### src/rtl/fcd_pkg.sv
package fcd_pkg;

    typedef enum logic [2:0] {
        ST_READ   = 3'd0,
        ST_UNLK1  = 3'd1,
        ST_UNLK2  = 3'd2,
        ST_PSETUP = 3'd3,
        ST_PCAPT  = 3'd4,
        ST_PRUN   = 3'd5
    } seq_state_t;

endpackage

### src/rtl/fcd_we_sync.sv
module fcd_we_sync #(
    parameter int SYNC_STAGES = 2
) (
    input  logic clk,
    input  logic rst_n,
    input  logic we_n,
    output logic we_fall,
    output logic we_rise
);
    localparam int LAST = SYNC_STAGES;

    logic [LAST:0] sh;

    always_ff @(posedge clk or negedge rst_n) begin
        if (!rst_n) begin
            sh <= '1;
        end else begin
            sh <= {sh[LAST-1:0], we_n};
        end
    end

    // sh[LAST] is one clock older than sh[LAST-1]
    always_comb begin
        we_fall = sh[LAST] & ~sh[LAST-1];
        we_rise = ~sh[LAST] & sh[LAST-1];
    end
endmodule

### src/rtl/fcd_susp_track.sv
module fcd_susp_track #(
    parameter int PAIR_LIMIT = 1024,
    parameter int HOLD_CYC   = 256
) (
    input  logic clk,
    input  logic rst_n,
    input  logic susp_hit,
    input  logic res_hit,
    input  logic erase_active,
    output logic suspended,
    output logic erase_susp,
    output logic erase_resume,
    output logic hold_zero
);
    localparam int CW = $clog2(PAIR_LIMIT + 2);
    localparam int HW = $clog2(HOLD_CYC + 1);
    localparam logic [CW-1:0] CNT_SAT = CW'(PAIR_LIMIT + 1);
    localparam logic [CW-1:0] CNT_LIM = CW'(PAIR_LIMIT);
    localparam logic [HW-1:0] HOLD_LD = HW'(HOLD_CYC);

    logic [CW-1:0] pair_cnt;
    logic [HW-1:0] hold_cnt;

    assign hold_zero = (hold_cnt == '0);

    always_ff @(posedge clk or negedge rst_n) begin
        if (!rst_n) begin
            suspended    <= 1'b0;
            erase_susp   <= 1'b0;
            erase_resume <= 1'b0;
            pair_cnt     <= '0;
            hold_cnt     <= '0;
        end else begin
            erase_susp   <= 1'b0;
            erase_resume <= 1'b0;
            if (!hold_zero) begin
                hold_cnt <= hold_cnt - 1'b1;
            end
            if (susp_hit && erase_active && !suspended && hold_zero) begin
                suspended  <= 1'b1;
                erase_susp <= 1'b1;
            end else if (res_hit && suspended) begin
                suspended    <= 1'b0;
                erase_resume <= 1'b1;
                if (pair_cnt != CNT_SAT) begin
                    pair_cnt <= pair_cnt + 1'b1;
                end
                if (pair_cnt >= CNT_LIM) begin
                    hold_cnt <= HOLD_LD;
                end
            end
        end
    end
endmodule

### src/rtl/fcd_seq_fsm.sv
module fcd_seq_fsm
    import fcd_pkg::*;
#(
    parameter int              ADDR_W   = 18,
    parameter int              DATA_W   = 8,
    parameter logic [ADDR_W-1:0] UNLK1_A = 'h555,
    parameter logic [DATA_W-1:0] UNLK1_D = 'hAA,
    parameter logic [ADDR_W-1:0] UNLK2_A = 'h2AA,
    parameter logic [DATA_W-1:0] UNLK2_D = 'h55,
    parameter logic [DATA_W-1:0] PGM_CMD = 'hA0,
    parameter logic [DATA_W-1:0] SUSP_CMD = 'hB0,
    parameter logic [DATA_W-1:0] RES_CMD  = 'h30
) (
    input  logic              clk,
    input  logic              rst_n,
    input  logic              we_fall,
    input  logic              we_rise,
    input  logic [ADDR_W-1:0] addr,
    input  logic [DATA_W-1:0] wdata,
    input  logic              eng_busy,
    output logic              read_mode,
    output logic              prog_start,
    output logic [ADDR_W-1:0] prog_addr,
    output logic [DATA_W-1:0] prog_data,
    output logic              susp_hit,
    output logic              res_hit
);
    seq_state_t        st_q, st_d;
    logic [ADDR_W-1:0] addr_lat;
    logic              busy_q;
    logic              u1_match, u2_match, pgm_match;

    always_comb begin
        u1_match  = (addr_lat == UNLK1_A) && (wdata == UNLK1_D);
        u2_match  = (addr_lat == UNLK2_A) && (wdata == UNLK2_D);
        pgm_match = (addr_lat == UNLK1_A) && (wdata == PGM_CMD);
    end

    // state register
    always_ff @(posedge clk or negedge rst_n) begin
        if (!rst_n) st_q <= ST_READ;
        else        st_q <= st_d;
    end

    // next state
    always_comb begin
        st_d = st_q;
        unique case (st_q)
            ST_READ:   if (we_rise && !eng_busy && u1_match) st_d = ST_UNLK1;
            ST_UNLK1:  if (we_rise) st_d = u2_match  ? ST_UNLK2  : ST_READ;
            ST_UNLK2:  if (we_rise) st_d = pgm_match ? ST_PSETUP : ST_READ;
            ST_PSETUP: if (we_fall) st_d = ST_PCAPT;
            ST_PCAPT:  if (we_rise) st_d = ST_PRUN;
            ST_PRUN:   if (busy_q && !eng_busy) st_d = ST_READ;
            default:   st_d = ST_READ;
        endcase
    end

    // registered outputs and capture registers
    always_ff @(posedge clk or negedge rst_n) begin
        if (!rst_n) begin
            addr_lat   <= '0;
            prog_addr  <= '0;
            prog_data  <= '0;
            prog_start <= 1'b0;
            busy_q     <= 1'b0;
        end else begin
            busy_q     <= eng_busy;
            prog_start <= (st_q == ST_PCAPT) && we_rise;
            if (we_fall) begin
                addr_lat <= addr;
            end
            if ((st_q == ST_PSETUP) && we_fall) begin
                prog_addr <= addr;
            end
            if ((st_q == ST_PCAPT) && we_rise) begin
                prog_data <= wdata;
            end
        end
    end

    always_comb begin
        read_mode = (st_q == ST_READ);
        susp_hit  = read_mode && we_rise && (wdata == SUSP_CMD);
        res_hit   = read_mode && we_rise && !eng_busy && (wdata == RES_CMD);
    end
endmodule

### src/rtl/flash_cmd_decoder.sv
module flash_cmd_decoder #(
    parameter int ADDR_W      = 18,
    parameter int DATA_W      = 8,
    parameter int SYNC_STAGES = 2,
    parameter int PAIR_LIMIT  = 1024,
    parameter int HOLD_CYC    = 256,
    parameter logic [ADDR_W-1:0] UNLK1_A  = 'h555,
    parameter logic [DATA_W-1:0] UNLK1_D  = 'hAA,
    parameter logic [ADDR_W-1:0] UNLK2_A  = 'h2AA,
    parameter logic [DATA_W-1:0] UNLK2_D  = 'h55,
    parameter logic [DATA_W-1:0] PGM_CMD  = 'hA0,
    parameter logic [DATA_W-1:0] SUSP_CMD = 'hB0,
    parameter logic [DATA_W-1:0] RES_CMD  = 'h30
) (
    input  logic              clk,
    input  logic              rst_n,
    input  logic              we_n,
    input  logic [ADDR_W-1:0] addr,
    input  logic [DATA_W-1:0] wdata,
    input  logic              eng_busy,
    input  logic              erase_active,
    output logic              read_mode,
    output logic              prog_start,
    output logic [ADDR_W-1:0] prog_addr,
    output logic [DATA_W-1:0] prog_data,
    output logic              erase_susp,
    output logic              erase_resume,
    output logic              suspended
);
    logic we_fall, we_rise;
    logic susp_hit, res_hit;
    logic hold_zero;

    fcd_we_sync #(.SYNC_STAGES(SYNC_STAGES)) u_sync (
        .clk     (clk),
        .rst_n   (rst_n),
        .we_n    (we_n),
        .we_fall (we_fall),
        .we_rise (we_rise)
    );

    fcd_seq_fsm #(
        .ADDR_W(ADDR_W), .DATA_W(DATA_W),
        .UNLK1_A(UNLK1_A), .UNLK1_D(UNLK1_D),
        .UNLK2_A(UNLK2_A), .UNLK2_D(UNLK2_D),
        .PGM_CMD(PGM_CMD), .SUSP_CMD(SUSP_CMD), .RES_CMD(RES_CMD)
    ) u_fsm (
        .clk        (clk),
        .rst_n      (rst_n),
        .we_fall    (we_fall),
        .we_rise    (we_rise),
        .addr       (addr),
        .wdata      (wdata),
        .eng_busy   (eng_busy),
        .read_mode  (read_mode),
        .prog_start (prog_start),
        .prog_addr  (prog_addr),
        .prog_data  (prog_data),
        .susp_hit   (susp_hit),
        .res_hit    (res_hit)
    );

    fcd_susp_track #(.PAIR_LIMIT(PAIR_LIMIT), .HOLD_CYC(HOLD_CYC)) u_susp (
        .clk          (clk),
        .rst_n        (rst_n),
        .susp_hit     (susp_hit),
        .res_hit      (res_hit),
        .erase_active (erase_active),
        .suspended    (suspended),
        .erase_susp   (erase_susp),
        .erase_resume (erase_resume),
        .hold_zero    (hold_zero)
    );
endmodule

### config.mk
export PLATFORM = sky130hd
export DESIGN_NAME = flash_cmd_decoder
export DESIGN_NICKNAME = d
export VERILOG_FILES = /design/src/rtl/fcd_pkg.sv /design/src/rtl/fcd_we_sync.sv /design/src/rtl/fcd_susp_track.sv /design/src/rtl/fcd_seq_fsm.sv /design/src/rtl/flash_cmd_decoder.sv
export SDC_FILE = /design/constraint.sdc
export NUM_CORES = 1
export LEC_CHECK = 0
export ABC_CLOCK_PERIOD_IN_PS = 5100
export CAP_MARGIN = 10
export CORE_ASPECT_RATIO = 0.75
export CORE_UTILIZATION = 30
export DETAILED_ROUTE_END_ITERATION = 10
export PLACE_DENSITY = 0.47
export SLEW_MARGIN = 20
export SYNTH_ARGS = -nofsm -noshare
export SYNTH_HDL_FRONTEND = slang
export SYNTH_SLANG_ARGS = --single-unit
### constraint.sdc
create_clock -name clk -period 5.1 [get_ports clk]
set_input_delay 0.51 -clock clk [delete_from_list [all_inputs] [get_ports clk]]
set_output_delay 0.51 -clock clk [all_outputs]
set_load 0.01 [all_outputs]
Word level (Yosys, flattened, before mapping)
Cells that the tools add are included.

cells by class
  $mul = 0
  add/sub/neg operators = 2
  divide/modulo/power cells = 0
  shift-type cells = 0
  bitwise logic cells = 5
  eq/ne operators = 19
  mux-type cells = 18
  reduce and logical (&&, ||, !) cells = 23
  order comparisons = 1

operators with widths
  cell                                                                 count
  9-bit 2-to-1 mux                                                     4
  8-bit == test (second input constant)                                3
  18-bit by 10-bit == test with 1-bit output (second input constant)   1
  18-bit by 11-bit == test with 1-bit output (second input constant)   1
  3-bit 2-to-1 mux                                                     6
  3-bit one-hot mux with 6 select lines                                1
  1-bit logical AND                                                    16
  2-bit by 1-bit != test with 1-bit output (second input constant)     6
  11-bit by 1-bit adder with 11-bit output (second input constant)     1
  11-bit greater-or-equal comparator (second input constant)           1
  11-bit != test (second input constant)                               1
  9-bit zero test                                                      1
  9-bit by 1-bit subtractor with 9-bit output (second input constant)  1
  8-bit by 6-bit == test with 1-bit output (second input constant)     1
  8-bit by 7-bit == test with 1-bit output (second input constant)     1
  3-bit by 2-bit == test with 1-bit output (second input constant)     2
  3-bit == test (second input constant)                                2
  6-bit AND reduction                                                  1
  1-bit 2-to-1 mux                                                     5
  2-bit 2-to-1 mux                                                     2
  3-bit by 1-bit == test with 1-bit output (second input constant)     1
  3-bit zero test                                                      1
  1-bit NOT                                                            3
  3-bit AND reduction                                                  1
  other kinds (3)                                                      5

word-level totals
  memories kept = 0
  bits in latches = 0
  bits of input ports = 31
  memory bits (writable) = 0
  register bits = 75
  ROM bits = 0
  output and inout bits = 31

Logic depth before layout (Yosys ltp)
  depth after elaboration = 9
  mapped depth = 8

Modules after synthesis
Synthesis repeated with hierarchy kept, for this count alone.

second synthesis, totals
  cells, all modules = 258
  area, all modules = 3293.2 um^2

by module, submodules not included
  module          instances  seq. area each (um^2)  area each (um^2)  cells each
  fcd_seq_fsm     1          1226.2                 2109.5            146
  fcd_susp_track  1          575.6                  1089.8            107
  fcd_we_sync     1          78.8                   93.8              5

Least setup slack after synthesis
No wires, ideal clock.

  path type = register to register
  start = register u_sync.sh[2]
  end = register u_fsm.prog_addr[10]
  stages on the path, launching flop included = 6
  library setup time = 0.125 ns
  path slack = 3.228 ns
  data arrival time = 1.747 ns
  required time = 4.975 ns
  period minus slack after synthesis = 1.872 ns
  cells stage by stage = dfstp_2 > nor2b_1 > nand2_1 > nor3_2 > buf_4 > mux2_2

between the ends
  longest elaborated chain between the ends = 2

RTL lines
  what                    line               RTL
  start, declared         fcd_we_sync.sv:12  logic [LAST:0] sh;
  start signal, assigned  fcd_we_sync.sv:18  sh <= {sh[LAST-1:0], we_n};
  1-bit bitwise AND       fcd_we_sync.sv:24  we_fall = sh[LAST] & ~sh[LAST-1];
  1-bit logical AND       fcd_seq_fsm.sv:73  if ((st_q == ST_PSETUP) && we_fall) begin
  end signal, assigned    fcd_seq_fsm.sv:74  prog_addr <= addr;
  end, declared           fcd_seq_fsm.sv:23  output logic [ADDR_W-1:0] prog_addr,

Every way passes these cells.
A chain may end at the register's enable or synchronous reset.

Final worst setup path
  start = register u_sync.sh[2]
  end = register u_fsm.prog_addr[2]

Same word-level chain as after synthesis.

==> metrics <==
Setup WS pre-CTS=2200 ps; Seq. cell area=0.00188 mm^2; final hold viol count=0; Power Dens Cells=417 mW/mm^2; critical-path maximum fanout=20; Seq/Total Area, Yosys=0.575; residual DRC count=0; CTS root buffer=clkbuf_16; placed cell areas=about 0.004 mm^2; global-route wire length before repair=around 11000 um; syn avg cell area=roughly 12 um^2; Ys Warns=0; met3 global-route usage=0.0406; dpl hpwl=4660 um; Syn Nets=approximately 310; Final Power=1.79 mW; Avg Vias per Cell=4.69; DR WL/cell=between 10 and 15 um; clk buf depth=2; DRT Pass-1 Iters=4; GR Util met1=0.186; Mapped Area=0.00327 mm^2; Worst-Skew Late Latency=330 ps; FF-to-FF Start=u_sync.sh[2]; Pleak=roughly 1.8 nW; Post-CTS Setup Bufs=0; headroom to the max-slew limit=0.341; minimum clock period=around 2800 ps; Worst EP arrival=approximately 3000 ps; ys flop type=dfrtp_1; Tcrit/Tclk final=0.550; type of destination of the critical path=register; initial antenna violation count=0; critical path type=register to register; Chip Height=92.5 um; ant diodes=0; ys async rst share=1.00; layout filler cell count=1018; count of flip-flops with a built-in enable after synthesis=0; clock tree from TritonCTS=yes; routed wire length=approximately 6700 um; share of the synthesized area in the top cell type=0.550; GRT Total Usage=0.132; fin. max-slew vios=0; nets=about 370; synth unique cells=46; vias in the first global route=2249; Clock Skew=4.35 ps; design area=about 0.0043 mm^2; Core ar.=0.0105 mm^2; RSZ-0062 raised after global routing=no; # IOs=62; Critical Path Start=u_sync.sh[2]; Mapped Cells=273; min-delay worst type=input port to async pin; # port buffers=61; largest net degree at the start of global routing=76; synthesis-to-layout area growth=31.4%; area leader, netlist=dfrtp_1; WP data required=5320 ps; Placement Rows=32; Setup Total Neg Slack=0 ps; total number of vias=roughly 2200; dpl cells=approximately 460; worst vdd ir=0.174 mV; endpoints failing setup=0; Num CTS Buffers=9; area of the multi-input gates=0.00133 mm^2; CTS Hold Bufs=0; area of the die=0.0113 mm^2; MaxCap Viol Count=0; most used routing layer=met1; outcome=finished, final reports clean; gpl congestion=0.758; post-CTS resize count=0; Final WS setup=2290 ps; synth top area cells=dfrtp_1, mux2_2, nand2_1; layout cells sized above 1=0.195; H-tree levels=3; Initial Util=0.313; Synth Register Bits=75; grt ovf=0; Clock Sink Count=between 70 and 80; die width=123 um; Worst setup SP type=register; met2 Track Usage GR=0.182; final non-filler cell total=479; CTS clock-pin slew for the worst setup and hold paths=around 60 ps; Worst Tran Pin Value=984 ps; Achievable Freq=between 300 and 400 MHz; Post-DRT Antenna Nets=0; Detailed Route Iter0 Violations=between 80 and 90
## worst max-delay path: stages, from the launching register on
cell,delay (ps)
dfstp_2,530
nor2b_2,790
nand2_1,200
nor3_4,750
mux2_2,410
## state kept, by name (all words and copies together), names as in the netlist
| register | flops |
|---|---|
| u_susp.pair_cnt | 11 |
| u_fsm.prog_addr | 18 |
| u_susp.suspended | 1 |
| u_susp.erase_resume | 1 |
| u_fsm.addr_lat | 18 |
| u_sync.sh | 3 |
| u_susp.hold_cnt | 9 |
| u_susp.erase_susp | 1 |
| u_fsm.prog_data | 8 |
| u_fsm.prog_start | 1 |
| u_fsm.st_q | 3 |
| u_fsm.busy_q | 1 |
## synth_stat cells (3+ instances only)
cell / number
nor3_1: 5
nor2_1: 16
mux2_2: 37
and3_1: 5
nor3_2: 4
dfstp_2: 3
xnor2_1: 15
nand2_1: 35
nand4_1: 8
o21ai_0: 5
nor4_1: 6
nand4b_1: 3
nand3_1: 6
or4_1: 3
a21oi_1: 6
inv_1: 7
ha_1: 4
dfrtp_1: 72
## path summary, 6_finish.rpt
check,endpoint,cells past startpoint,slack (ps)
worst min register to register,u_sync.sh[1],0,360
worst max-delay path,u_fsm.prog_addr[2],4,2290
max in group asynchronous,u_fsm.addr_lat[5],1,4140
worst min-delay path,u_susp.hold_cnt[5],1,280
min in group clk,u_sync.sh[1],0,360
worst max register to register,u_fsm.prog_addr[2],4,2290
## cells by family after synthesis
kind of cell / Yosys count / synth area share
simple gates: 107 / 0.183
flops: 75 / 0.575
mux: 38 / 0.130
compound gates: 18 / 0.0340
buf+inv: 16 / 0.0229
xor+xnor: 15 / 0.0401
fa+ha+maj: 4 / 0.0153
## placed cells by master, fill, tap and decap left out, types with 2 or more instances in the layout
| cell type | Yosys | final |
|---|---|---|
| or4_1 | 3 | 3 |
| ha_1 | 4 | 4 |
| inv_1 | 7 | 7 |
| nor3_1 | 5 | 5 |
| mux2_2 | 37 | 37 |
| nor4b_1 | 2 | 2 |
| nor3_2 | 4 | 3 |
| dfstp_2 | 3 | 3 |
| clkdlybuf4s50_1 | 0 | 60 |
| clkbuf_16 | 0 | 9 |
| nand4_1 | 8 | 8 |
| nand3_1 | 6 | 6 |
| nor4_1 | 6 | 6 |
| o21ai_0 | 5 | 5 |
| nand2_1 | 35 | 35 |
| nand4b_1 | 3 | 3 |
| and2_1 | 2 | 2 |
| nor4bb_1 | 2 | 2 |
| clkbuf_8 | 0 | 2 |
| xnor2_1 | 15 | 15 |
| nor2_1 | 16 | 16 |
| a21oi_1 | 6 | 6 |
| clkinv_2 | 0 | 2 |
| and3_1 | 5 | 5 |
| clkinvlp_4 | 0 | 2 |
| dfrtp_1 | 72 | 72 |
## layer usage
metal	vias to the layer above	share of wire
met4	0	0.022
met3	12	0.043
met2	41	0.43
met5	-	0
li1	1093	-
met1	1099	0.51
## area by class of cell
type,count,area share
inverter,9,0.00786
timing repair buffer,61,0.141
clock inverter,4,0.00582
clock buffer,12,0.0596
tap,136,0.0396
multi-input combinational,182,0.308
sequential,75,0.437
## power by group
part / total [mW] / internal [mW] / leakage [nW] / switching [mW]
logic: 0.417 / 0.251 / 0.728 / 0.166
registers: 0.783 / 0.703 / 0.902 / 0.0792
clock network: 0.595 / 0.354 / 0.135 / 0.241
## metrics by stage
stage                      util  hold WS, ps
final                     0.412          285
after global routing      0.412          367
after CTS                 0.412          356
after detailed placement  0.385          348
after global placement    0.385          347
after floorplan               -          214
Power figures use the tool's default switching activity.
